<file path="config.mk">
export PLATFORM = sky130hd
export DESIGN_NAME = hs_byte_mailbox
export DESIGN_NICKNAME = d
export VERILOG_FILES = /design/src/rtl/hsb_pkg.sv /design/src/rtl/hsb_sync.sv /design/src/rtl/hsb_host_evt.sv /design/src/rtl/hsb_status.sv /design/src/rtl/hs_byte_mailbox.sv
export SDC_FILE = /design/constraint.sdc
export NUM_CORES = 1
export LEC_CHECK = 0
export BUFFER_PORTS_ARGS = -buffer_cell sky130_fd_sc_hd__buf_2
export CORE_ASPECT_RATIO = 0.7
export CORE_MARGIN = 8
export CORE_UTILIZATION = 52
export DETAILED_ROUTE_END_ITERATION = 7
export PLACE_DENSITY = 0.79
export SYNTH_ARGS = -nofsm -noshare
export SYNTH_HDL_FRONTEND = slang
export SYNTH_HIERARCHICAL = 1
export SYNTH_SLANG_ARGS = --single-unit
</file>
<file path="constraint.sdc">
create_clock -name clk -period 2.2 [get_ports clk]
set_input_delay 0.11 -clock clk [delete_from_list [all_inputs] [get_ports clk]]
set_output_delay 0.11 -clock clk [all_outputs]
set_load 0.02 [all_outputs]
</file>
<file path="src/rtl/hsb_pkg.sv">
package hsb_pkg;
   localparam int ST_OBF = 0;
   localparam int ST_IBF = 1;
   localparam int ST_F0  = 2;
   localparam int ST_F1  = 3;
   localparam int ST_USR = 4;
   localparam int HSB_DW = 8;
endpackage

</file>
<file path="src/rtl/hsb_sync.sv">
module hsb_sync #(
   parameter int NB = 4,
   parameter int STAGES = 2,
   parameter logic [NB-1:0] RST_VAL = '0
) (
   input  logic          clk,
   input  logic          rst_n,
   input  logic [NB-1:0] d_in,
   output logic [NB-1:0] d_out
);
   if (STAGES < 2) begin : g_bad_stages
      $error("hsb_sync: STAGES must be at least 2");
   end

   logic [STAGES-1:0][NB-1:0] chain_q;

   always_ff @(posedge clk or negedge rst_n) begin
      if (!rst_n) chain_q <= {STAGES{RST_VAL}};
      else        chain_q <= {chain_q[STAGES-2:0], d_in};
   end

   assign d_out = chain_q[STAGES-1];
endmodule

</file>
<file path="src/rtl/hsb_host_evt.sv">
module hsb_host_evt #(
   parameter int DW = 8,
   parameter int SYNC_STAGES = 2
) (
   input  logic          clk,
   input  logic          rst_n,
   input  logic          cs_n,
   input  logic          rd_n,
   input  logic          wr_n,
   input  logic          a0,
   input  logic [DW-1:0] din,
   output logic          wr_evt,
   output logic          wr_cmd,
   output logic [DW-1:0] wr_data,
   output logic          rd_clr,
   output logic          sts_lock
);
   logic [3:0] s_vec;
   logic s_a0, s_cs_n, s_rd_n, s_wr_n;
   logic wr_p, rd_p, hold_sel, rd_sel, rd_a0;
   logic hold_cmd;
   logic [DW-1:0] hold_dat;

   hsb_sync #(.NB(4), .STAGES(SYNC_STAGES), .RST_VAL(4'b0111)) u_sync (
      .clk(clk), .rst_n(rst_n),
      .d_in({a0, cs_n, rd_n, wr_n}),
      .d_out(s_vec)
   );
   assign {s_a0, s_cs_n, s_rd_n, s_wr_n} = s_vec;

   always_ff @(posedge clk or negedge rst_n) begin
      if (!rst_n) begin
         wr_p     <= 1'b1;
         rd_p     <= 1'b1;
         hold_sel <= 1'b0;
         hold_cmd <= 1'b0;
         hold_dat <= '0;
         rd_sel   <= 1'b0;
         rd_a0    <= 1'b0;
      end else begin
         wr_p <= s_wr_n;
         rd_p <= s_rd_n;
         if (!s_wr_n) begin
            hold_sel <= !s_cs_n;
            hold_cmd <= s_a0;
            hold_dat <= din;
         end
         if (!s_rd_n) begin
            rd_sel <= !s_cs_n;
            rd_a0  <= s_a0;
         end
      end
   end

   assign wr_evt   = s_wr_n & ~wr_p & hold_sel;
   assign wr_cmd   = hold_cmd;
   assign wr_data  = hold_dat;
   assign rd_clr   = s_rd_n & ~rd_p & rd_sel & ~rd_a0;
   assign sts_lock = ~s_rd_n & ~s_cs_n & s_a0;

   a_r4_wr_evt_on_release: assert property (@(posedge clk) disable iff (!rst_n)
      wr_evt |-> ($past(!s_wr_n) && s_wr_n));
   a_r4_rd_clr_on_release: assert property (@(posedge clk) disable iff (!rst_n)
      rd_clr |-> ($past(!s_rd_n) && s_rd_n));
endmodule

</file>
<file path="src/rtl/hsb_status.sv">
module hsb_status
   import hsb_pkg::*;
(
   input  logic       clk,
   input  logic       rst_n,
   input  logic       wr_evt,
   input  logic       wr_cmd,
   input  logic       rd_clr,
   input  logic       lock,
   input  logic       ibuf_re,
   input  logic       obuf_we,
   input  logic       usr_we,
   input  logic [3:0] usr_nib,
   input  logic       f0_we,
   input  logic       f0_d,
   output logic [7:0] sts
);
   logic [7:0] sts_q;
   logic       p_usr_v, p_f0_v, p_f0, p_ibf_clr, p_obf_set;
   logic [3:0] p_usr;
   logic       m_usr_v, m_f0_v, m_f0, m_ibf_clr, m_obf_set;
   logic [3:0] m_usr;

   assign m_usr_v   = usr_we | p_usr_v;
   assign m_usr     = usr_we ? usr_nib : p_usr;
   assign m_f0_v    = f0_we | p_f0_v;
   assign m_f0      = f0_we ? f0_d : p_f0;
   assign m_ibf_clr = ibuf_re | p_ibf_clr;
   assign m_obf_set = obuf_we | p_obf_set;

   always_ff @(posedge clk or negedge rst_n) begin
      if (!rst_n) begin
         sts_q     <= '0;
         p_usr_v   <= 1'b0;
         p_usr     <= '0;
         p_f0_v    <= 1'b0;
         p_f0      <= 1'b0;
         p_ibf_clr <= 1'b0;
         p_obf_set <= 1'b0;
      end else begin
         if (lock) begin
            p_usr_v   <= m_usr_v;
            p_usr     <= m_usr;
            p_f0_v    <= m_f0_v;
            p_f0      <= m_f0;
            p_ibf_clr <= m_ibf_clr;
            p_obf_set <= m_obf_set;
         end else begin
            p_usr_v   <= 1'b0;
            p_f0_v    <= 1'b0;
            p_ibf_clr <= 1'b0;
            p_obf_set <= 1'b0;
            if (m_usr_v) sts_q[7:ST_USR] <= m_usr;
            if (m_f0_v)  sts_q[ST_F0]    <= m_f0;
         end
         if (wr_evt) sts_q[ST_F1] <= wr_cmd;
         if (wr_evt)                    sts_q[ST_IBF] <= 1'b1;
         else if (!lock && m_ibf_clr)   sts_q[ST_IBF] <= 1'b0;
         if (!lock && m_obf_set)        sts_q[ST_OBF] <= 1'b1;
         else if (rd_clr)               sts_q[ST_OBF] <= 1'b0;
      end
   end

   assign sts = sts_q;

   a_r2_write_sets_ibf: assert property (@(posedge clk) disable iff (!rst_n)
      wr_evt |=> sts_q[ST_IBF]);
   a_r3_f1_tracks_a0: assert property (@(posedge clk) disable iff (!rst_n)
      wr_evt |=> (sts_q[ST_F1] == $past(wr_cmd)));
   a_r6_local_read_clears_ibf: assert property (@(posedge clk) disable iff (!rst_n)
      (ibuf_re && !lock && !wr_evt) |=> !sts_q[ST_IBF]);
   a_r7_data_read_clears_obf: assert property (@(posedge clk) disable iff (!rst_n)
      (rd_clr && !obuf_we && !p_obf_set) |=> !sts_q[ST_OBF]);
   a_r9_nibble_write: assert property (@(posedge clk) disable iff (!rst_n)
      (usr_we && !lock) |=> (sts_q[7:ST_USR] == $past(usr_nib)));
   a_r11_lock_holds_status: assert property (@(posedge clk) disable iff (!rst_n)
      (lock && !wr_evt && !rd_clr) |=> $stable(sts_q));
endmodule

</file>
<file path="src/rtl/hs_byte_mailbox.sv">
module hs_byte_mailbox
   import hsb_pkg::*;
#(
   parameter int DW = HSB_DW,
   parameter int SYNC_STAGES = 2
) (
   input  logic          clk,
   input  logic          rst_n,
   input  logic          host_cs_n,
   input  logic          host_rd_n,
   input  logic          host_wr_n,
   input  logic          host_a0,
   input  logic [DW-1:0] host_din,
   output logic [DW-1:0] host_dout,
   output logic          host_oe,
   input  logic          loc_ibuf_re,
   output logic [DW-1:0] loc_ibuf_q,
   input  logic          loc_obuf_we,
   input  logic [DW-1:0] loc_obuf_d,
   input  logic          loc_usr_we,
   input  logic [3:0]    loc_usr_nib,
   input  logic          loc_f0_we,
   input  logic          loc_f0_d,
   output logic [DW-1:0] loc_status
);
   if (DW != 8) begin : g_bad_dw
      $error("hs_byte_mailbox: status layout needs DW == 8");
   end
   if (SYNC_STAGES < 2) begin : g_bad_sync
      $error("hs_byte_mailbox: SYNC_STAGES must be at least 2");
   end

   logic          wr_evt, wr_cmd, rd_clr, sts_lock;
   logic [DW-1:0] wr_data;
   logic [DW-1:0] ibuf_q, obuf_q;
   logic [7:0]    sts;

   hsb_host_evt #(.DW(DW), .SYNC_STAGES(SYNC_STAGES)) u_evt (
      .clk(clk), .rst_n(rst_n),
      .cs_n(host_cs_n), .rd_n(host_rd_n), .wr_n(host_wr_n),
      .a0(host_a0), .din(host_din),
      .wr_evt(wr_evt), .wr_cmd(wr_cmd), .wr_data(wr_data),
      .rd_clr(rd_clr), .sts_lock(sts_lock)
   );

   hsb_status u_sts (
      .clk(clk), .rst_n(rst_n),
      .wr_evt(wr_evt), .wr_cmd(wr_cmd), .rd_clr(rd_clr), .lock(sts_lock),
      .ibuf_re(loc_ibuf_re), .obuf_we(loc_obuf_we),
      .usr_we(loc_usr_we), .usr_nib(loc_usr_nib),
      .f0_we(loc_f0_we), .f0_d(loc_f0_d),
      .sts(sts)
   );

   always_ff @(posedge clk or negedge rst_n) begin
      if (!rst_n) begin
         ibuf_q <= '0;
         obuf_q <= '0;
      end else begin
         if (wr_evt)      ibuf_q <= wr_data;
         if (loc_obuf_we) obuf_q <= loc_obuf_d;
      end
   end

   assign loc_ibuf_q = ibuf_q;
   assign loc_status = sts;
   assign host_oe    = ~host_cs_n & ~host_rd_n;
   assign host_dout  = host_a0 ? sts : obuf_q;

   a_r2_ibuf_load: assert property (@(posedge clk) disable iff (!rst_n)
      wr_evt |=> (loc_ibuf_q == $past(wr_data)));
   a_r7_obuf_load: assert property (@(posedge clk) disable iff (!rst_n)
      loc_obuf_we |=> (obuf_q == $past(loc_obuf_d)));
   a_r5_no_event_when_idle: assert property (@(posedge clk) disable iff (!rst_n)
      (host_cs_n && $past(host_cs_n) && !wr_evt) |=> $stable(loc_ibuf_q));
endmodule

</file>
==> impl_table.tex, run 1 <==
\begin{tabular}{lr}
\hline
Metric & Value \\
\hline
\multicolumn{2}{l}{\textbf{Run status}} \\
Outcome & completed \\
\multicolumn{2}{l}{\textbf{Yosys}} \\
Synth Flop Type & sky130\_fd\_sc\_hd\_\_dfrtp\_1 \\
Cells taking the most area after synthesis & sky130\_fd\_sc\_hd\_\_dfrtp\_1 (51\%), sky130\_fd\_sc\_hd\_\_mux2\_4 (23\%), sky130\_fd\_sc\_hd\_\_dfstp\_2 (9.1\%), sky130\_fd\_sc\_hd\_\_buf\_6 (2.0\%), sky130\_fd\_sc\_hd\_\_mux2\_2 (2.0\%) \\
Warnings from Yosys & 6 \\
Post-synth top area share & 51.11\% \\
Distinct cells, synth & 23 \\
Share of the yosys chip area belonging to registers & 60.25\% \\
Mean instance size in the synthesized netlist & 15.87 um2 \\
Number of cells produced by synthesis & 145 \\
Number of enable-type register cells in the synthesized netlist & 0 \\
Async SR Flop Fraction & 100.0\% \\
Netlist Area Pre-Place & 2301 um2 \\
Synthesized net count & 176 \\
Number of register bits inferred by synthesis & 55 \\
List of most frequent post-synthesis cells & sky130\_fd\_sc\_hd\_\_dfrtp\_1 (47), sky130\_fd\_sc\_hd\_\_mux2\_4 (36), sky130\_fd\_sc\_hd\_\_nor2\_1 (12) \\
Cell type with the highest aggregate area in the netlist & sky130\_fd\_sc\_hd\_\_dfrtp\_1 \\
Most common cell in the netlist & sky130\_fd\_sc\_hd\_\_dfrtp\_1 \\
\multicolumn{2}{l}{\textbf{Min path}} \\
HP Class & input port to flip-flop \\
\multicolumn{2}{l}{\textbf{CTS}} \\
Master cell of the clock root buffer & sky130\_fd\_sc\_hd\_\_clkbuf\_8 \\
Clk pin slew, worst setup/hold paths & 90 ps \\
Number of buffers on the longest clock path & 2 \\
Clock H-tree levels & 2 \\
CTS Buf Count & 5 \\
Clock tree from TritonCTS & built \\
Post\_cts resized & 0 \\
Skew-Pair Late Insertion Delay & 300 ps \\
Number of hold buffers added after cts & 4 \\
Clock Sink Count & 55 \\
Number of setup buffers added after CTS & 0 \\
\multicolumn{2}{l}{\textbf{Setup path}} \\
Kind of end point of the critical path & flip-flop \\
Crit path arrival time & 1830 ps \\
Flop-to-flop setup slack & 560 ps \\
Startpoint kind of the worst setup timing path & flip-flop \\
Crit path max fanout & 12 \\
Worst Setup Path Type & flip-flop to flip-flop \\
Crit path required time & 2390 ps \\
\multicolumn{2}{l}{\textbf{Timing}} \\
Setup repair after global routing missed its margin & false \\
Time the final worst path needs with I/O delays and setup & 1639 ps \\
Final count of negative-setup-slack endpoints & 0 \\
Final hold violation count & 0 \\
Fin crit share & 74.49\% \\
Final setup skew & 6.372 ps \\
Transition time of the tightest slew-check pin & 599.3 ps \\
Max transition margin & 60.04\% \\
Worst hold slack after final layout & 34.13 ps \\
Setup total negative slack & 0 ps \\
Smallest setup slack after layout & 561.2 ps \\
Number of max-slew violations in the final report & 0 \\
Maximum operating frequency & 0.6102 GHz \\
\multicolumn{2}{l}{\textbf{Global route}} \\
Largest net degree at the start of global routing & 30 \\
Global-route wire length before repair & 7.279 mm \\
Antenna violations before repair & 0 \\
Total overflow reported by the global router & 0 \\
Number of global-route vias before repair & 1453 \\
Combined global-route utilization of all metal layers & 13.84\% \\
\multicolumn{2}{l}{\textbf{Floorplanning}} \\
Starting utilization of the core area & 53.46\% \\
Height of the die & 71.66 um \\
Floorplan core area & 4304 um2 \\
IO Pins & 56 \\
Die footprint & 6843 um2 \\
Cell Rows & 20 \\
Chip Width & 95.51 um \\
\multicolumn{2}{l}{\textbf{Finish}} \\
\# nets final & 237 \\
Layout filler cell count & 335 \\
Final design area excluding fillers & 2745 um2 \\
Layout cells sized above 1 & 56.52\% \\
Final antenna diode count & 0 \\
Area Overhead vs Synth & 19.30\% \\
Area used by sequential logic in the layout & 1386 um2 \\
Area taken by multi-input logic gates & 820.8 um2 \\
\multicolumn{2}{l}{\textbf{Route}} \\
Post-DR vias/cell & 5.115 \\
Total length of routed met3 wires & 221 um \\
Detailed-route via count & 1340 \\
Number of detailed-route iterations in the first pass & 4 \\
Count of unresolved DRC violations after routing & 0 \\
Detailed Route WL & 4.436 mm \\
Detailed router's first-iteration violation count & 106 \\
Detailed-routed wire length on met2 & 2.063 mm \\
Avg WL per Cell & 16.93 um \\
Wl on met1 & 2.096 mm \\
ANT nets after route & 0 \\
Top sig layer & met4 \\
\multicolumn{2}{l}{\textbf{Power}} \\
Static Leakage & 1.356 nW \\
Cell area power density & 846.5 nW/um2 \\
Maximum resistive drop on vdd & 0.4433 mV \\
\multicolumn{2}{l}{\textbf{Placement}} \\
RD Place Congestion & 0.8418 \\
Area post-placement & 2605 um2 \\
Post-detail-place hpwl & 3.194 mm \\
Minimum setup slack after placement & 559.3 ps \\
Total of buffers placed on input and output ports & 55 \\
\multicolumn{2}{l}{\textbf{Flow run}} \\
Count of max-cap constraint violations & 0 \\
\hline
\end{tabular}
## sequential cells by signal, indices dropped and copies added (netlist names), 4 cells and up
| register | cells |
|---|---|
| loc_ibuf_q | 8 |
| obuf_q | 8 |
| u_evt/u_sync/chain_q | 4 |
| u_evt/u_sync/d_out | 4 |
| u_evt/wr_data | 8 |
| u_sts/p_usr | 4 |
| u_sts/sts | 8 |
## logic make-up (layout without fill, tap and decap cells)
logic type             after synthesis  in the layout  synth area share [%]
AND/OR/NAND/NOR                     24             24                 5.873
AO/OA/AOI/OAI                       13             13                 3.915
flip-flops                          55             55                 60.25
buffers and inverters               12             74                 4.078
multiplexers                        41             41                 25.88
## per-stage QoR
stage,instances,utilization (%),power (W)
global placement,250,60.52,0.001747
floorplan,145,-,0.001579
CTS,262,63.78,0.002347
global route,262,63.78,0.002435
detailed placement,250,60.52,0.001763
finish,262,63.78,0.002324
## where the power goes
| part | switching [W] | internal [W] |
|---|---|---|
| registers | 0.0000901 | 0.00115 |
| clock network | 0.000291 | 0.000287 |
| logic | 0.000243 | 0.000266 |
| total | 0.000624 | 0.00170 |
## path summary, 6_finish.rpt
check | startpoint | cells past startpoint | endpoint
max in group asynchronous | rst_n | 3 | u_evt/rd_p$_DFF_PN1_
min in group asynchronous | rst_n | 2 | u_evt/wr_cmd$_DFFE_PN0N_
min reg2reg | u_evt/u_sync/chain_q[3]$_DFF_PN0_ | 0 | u_evt/u_sync/d_out[3]$_DFF_PN0_
min | host_din[0] | 2 | u_evt/wr_data[0]$_DFFE_PN0N_
max reg2reg | u_evt/u_sync/d_out[0]$_DFF_PN1_ | 4 | u_sts/sts[3]$_DFFE_PN0P_
max | u_evt/u_sync/d_out[0]$_DFF_PN1_ | 4 | u_sts/sts[3]$_DFFE_PN0P_
## worst max-delay path: stages, from the launching register on
cell and delay, ps:
sky130_fd_sc_hd__dfstp_2 750, sky130_fd_sc_hd__nand2_1 120, sky130_fd_sc_hd__nor2_1 140, sky130_fd_sc_hd__buf_4 180
sky130_fd_sc_hd__mux2_2 340
## routing by layer
metal,up-vias,track usage (%)
met4,0,4.924
met1,671,18.71
met3,5,3.967
met5,-,0
li1,628,-
met2,36,20.63
## final cells by class
cell class	instances	share of cell area, %
inverter	3	0.4102
timing repair buffer	63	13.04
multi-input combinational	78	29.90
sequential	55	50.50
tap	55	2.507
clock buffer	8	3.646
## layout by cell type (no fill, tap or decap)
cell                             n
sky130_fd_sc_hd__o32ai_1         4
sky130_fd_sc_hd__clkbuf_1        1
sky130_fd_sc_hd__nand2_4         1
sky130_fd_sc_hd__buf_12          1
sky130_fd_sc_hd__buf_2          55
sky130_fd_sc_hd__dfrtp_1        47
sky130_fd_sc_hd__o22ai_1         5
sky130_fd_sc_hd__mux2i_1         1
sky130_fd_sc_hd__o21ai_0         2
sky130_fd_sc_hd__a21oi_1         1
sky130_fd_sc_hd__nor3b_1         1
sky130_fd_sc_hd__nor2_1         12
sky130_fd_sc_hd__mux2_4         36
sky130_fd_sc_hd__nand2b_4        1
sky130_fd_sc_hd__or2_4           1
sky130_fd_sc_hd__nor4bb_1        1
sky130_fd_sc_hd__nor4b_1         1
sky130_fd_sc_hd__dlygate4sd3_1   4
sky130_fd_sc_hd__mux2_2          4
sky130_fd_sc_hd__nand2b_1        2
sky130_fd_sc_hd__dfstp_2         8
sky130_fd_sc_hd__and2_1          1
sky130_fd_sc_hd__clkbuf_8        7
sky130_fd_sc_hd__buf_4           3
sky130_fd_sc_hd__a32oi_1         1
sky130_fd_sc_hd__nand2_1         3
sky130_fd_sc_hd__inv_1           3
Note: power is estimated with default switching activity, not from simulation.
==> run 2, diff against run 1 <==
--- a/config.mk
+++ b/config.mk
@@ -8,9 +8,9 @@
 export BUFFER_PORTS_ARGS = -buffer_cell sky130_fd_sc_hd__buf_2
 export CORE_ASPECT_RATIO = 0.7
 export CORE_MARGIN = 8
-export CORE_UTILIZATION = 52
+export CORE_UTILIZATION = 47
 export DETAILED_ROUTE_END_ITERATION = 7
-export PLACE_DENSITY = 0.79
+export PLACE_DENSITY = 0.75
 export SYNTH_ARGS = -nofsm -noshare
 export SYNTH_HDL_FRONTEND = slang
 export SYNTH_HIERARCHICAL = 1
==> constraint.sdc (replaced) <==
create_clock -name clk -period 1.5 [get_ports clk]
set_input_delay 0.075 -clock clk [delete_from_list [all_inputs] [get_ports clk]]
set_output_delay 0.075 -clock clk [all_outputs]
set_load 0.02 [all_outputs]
==> run 2 against run 1 <==
Compared with the run above: non-clock buffer count up 6; combinational power up 52%; maximum frequency up 11%.
==> impl_table.tex, run 2 (synthesis results as in run 1) <==
\begin{tabular}{lr}
\hline
Metric & Value \\
\hline
\multicolumn{2}{l}{\textbf{Route}} \\
Detailed Route WL & 4.439 mm \\
Number of detailed-route iterations in the first pass & 4 \\
Post-DR vias/cell & 4.809 \\
Detailed router's first-iteration violation count & 58 \\
Detailed-route via count & 1356 \\
Avg WL per Cell & 15.74 um \\
ANT nets after route & 0 \\
Count of unresolved DRC violations after routing & 0 \\
\multicolumn{2}{l}{\textbf{CTS}} \\
Master cell of the clock root buffer & sky130\_fd\_sc\_hd\_\_clkbuf\_8 \\
CTS Buf Count & 5 \\
Clk pin slew, worst setup/hold paths & 100 ps \\
Clock tree from TritonCTS & built \\
Post\_cts resized & 0 \\
Skew-Pair Late Insertion Delay & 300 ps \\
Clock Sink Count & 55 \\
Number of buffers on the longest clock path & 2 \\
Clock H-tree levels & 2 \\
\multicolumn{2}{l}{\textbf{Setup path}} \\
Crit path max fanout & 10 \\
Worst Setup Path Type & flip-flop to flip-flop \\
Startpoint kind of the worst setup timing path & flip-flop \\
Kind of end point of the critical path & flip-flop \\
Crit path required time & 1680 ps \\
Crit path arrival time & 1650 ps \\
\multicolumn{2}{l}{\textbf{Placement}} \\
Total of buffers placed on input and output ports & 55 \\
Minimum setup slack after placement & 71.78 ps \\
Post-detail-place hpwl & 3.190 mm \\
Instance count after placement with tap cells included & 265 \\
Area post-placement & 2658 um2 \\
RD Place Congestion & 0.7707 \\
\multicolumn{2}{l}{\textbf{Timing}} \\
Final setup skew & 12.00 ps \\
Transition time of the tightest slew-check pin & 337.3 ps \\
Maximum operating frequency & 0.6792 GHz \\
Fin crit share & 98.16\% \\
Smallest setup slack after layout & 27.63 ps \\
Time the final worst path needs with I/O delays and setup & 1472 ps \\
Final hold violation count & 0 \\
Setup repair after global routing missed its margin & true \\
Number of max-slew violations in the final report & 0 \\
Max transition margin & 77.51\% \\
Final count of negative-setup-slack endpoints & 0 \\
\multicolumn{2}{l}{\textbf{Finish}} \\
Area Overhead vs Synth & 23.38\% \\
Final antenna diode count & 0 \\
\# nets final & 243 \\
Post-route core utilization & 59.69\% \\
Layout filler cell count & 383 \\
Most used cells in the layout excluding fill and tap cells & sky130\_fd\_sc\_hd\_\_buf\_2 (55), sky130\_fd\_sc\_hd\_\_dfrtp\_1 (47), sky130\_fd\_sc\_hd\_\_mux2\_4 (36) \\
Layout cells sized above 1 & 56.34\% \\
Number of standard cells in the layout, taps in and fillers out & 282 \\
Final design area excluding fillers & 2839 um2 \\
Most frequent standard cell in the layout excluding fill and tap cells & sky130\_fd\_sc\_hd\_\_buf\_2 \\
\multicolumn{2}{l}{\textbf{Floorplanning}} \\
Cell Rows & 21 \\
Floorplan core area & 4756 um2 \\
IO Pins & 56 \\
Die footprint & 7426 um2 \\
Chip Width & 99.63 um \\
Height of the die & 74.54 um \\
Starting utilization of the core area & 48.38\% \\
\multicolumn{2}{l}{\textbf{Global route}} \\
Total overflow reported by the global router & 0 \\
Number of global-route vias before repair & 1471 \\
Combined global-route utilization of all metal layers & 12.31\% \\
Largest net degree at the start of global routing & 56 \\
Global-route wire length before repair & 7.134 mm \\
Antenna violations before repair & 0 \\
\multicolumn{2}{l}{\textbf{Power}} \\
Static Leakage & 1.387 nW \\
Total design power & 0.003385 W \\
Switching part of the total & 27.30\% \\
Clock network power share & 23.9\% \\
Proportion of power drawn by combinational gates & 22.9\% \\
Maximum resistive drop on vdd & 0.5817 mV \\
P\_int & 0.002461 W \\
Seq pwr share & 53.2\% \\
Cell area power density & 1192 nW/um2 \\
P\_sw & 0.0009240 W \\
\multicolumn{2}{l}{\textbf{Min path}} \\
HP Class & input port to flip-flop \\
\multicolumn{2}{l}{\textbf{Run status}} \\
Outcome & completed \\
\multicolumn{2}{l}{\textbf{Flow run}} \\
Count of max-cap constraint violations & 0 \\
\hline
\end{tabular}
run 2: cell types whose count changed in the layout (fill, tap and decap cells not counted), sizes merged:
cell and delta:
clkinv +1, buf +1, clkbuf -1, dlygate4sd3 +5
run 2: critical path, cell delays in order (launching register included):
cell and delay [ps]:
sky130_fd_sc_hd__dfstp_2 590, sky130_fd_sc_hd__nor3b_1 60, sky130_fd_sc_hd__buf_4 170, sky130_fd_sc_hd__nand2b_4 160, sky130_fd_sc_hd__o32ai_1 280, sky130_fd_sc_hd__nor2_1 100
run 2: stage by stage:
stage	hold slack, ps	TNS, ps
final	10.46	0
after global routing	0.1038	-5.185
after CTS	0.7221	0
after detailed placement	94.15	0
after floorplan	-220.6	0
after global placement	90.49	0
run 2: layout make-up:
class	instances	area (um2)	area share, %
clock inverter	1	5.005	0.1763
inverter	3	11.26	0.3967
tap	69	86.33	3.041
clock buffer	7	86.33	3.041
sequential	55	1386	48.83
timing repair buffer	69	427.9	15.07
multi-input combinational	78	835.8	29.44
run 2: power by group through the flow:
stage	sequential [W]	combinational, W	clock (W)
floorplan	0.00191	0.000409	0
CTS	0.00180	0.000782	0.000834
detailed placement	0.00183	0.000766	0
finish	0.00180	0.000774	0.000808
global placement	0.00183	0.000751	0
global route	0.00183	0.000832	0.000894
run 2: per-layer routing:
layer / up-vias / global-route usage (%) / part of all wire, %
met5: - / 0 / 0
met4: 0 / 3.673 / 0.95
met3: 5 / 4.486 / 6.2
met2: 36 / 18.55 / 45
met1: 672 / 16.23 / 48
li1: 643 / - / -
run 2: worst paths after layout:
| path | endpoint | slack (ps) | cells after the start | start |
|---|---|---|---|---|
| setup / recovery | u_sts/sts[6]$_DFFE_PN0P_ | 30 | 5 | u_evt/u_sync/d_out[1]$_DFF_PN1_ |
| hold / removal | obuf_q[7]$_DFFE_PN0P_ | 10 | 2 | loc_obuf_d[7] |
| hold reg to reg | u_evt/u_sync/d_out[1]$_DFF_PN1_ | 350 | 0 | u_evt/u_sync/chain_q[1]$_DFF_PN1_ |
| min in group asynchronous | obuf_q[0]$_DFFE_PN0P_ | 300 | 3 | rst_n |
| setup reg to reg | u_sts/sts[6]$_DFFE_PN0P_ | 30 | 5 | u_evt/u_sync/d_out[1]$_DFF_PN1_ |
| max in group asynchronous | u_evt/wr_p$_DFF_PN1_ | 910 | 3 | rst_n |
run 2: what timing repair did:
item,CTS,global route
buffers inserted,0,0
hold buffers,7,2
endpoints found under the setup margin,0,2
endpoints found under the hold margin,53,2
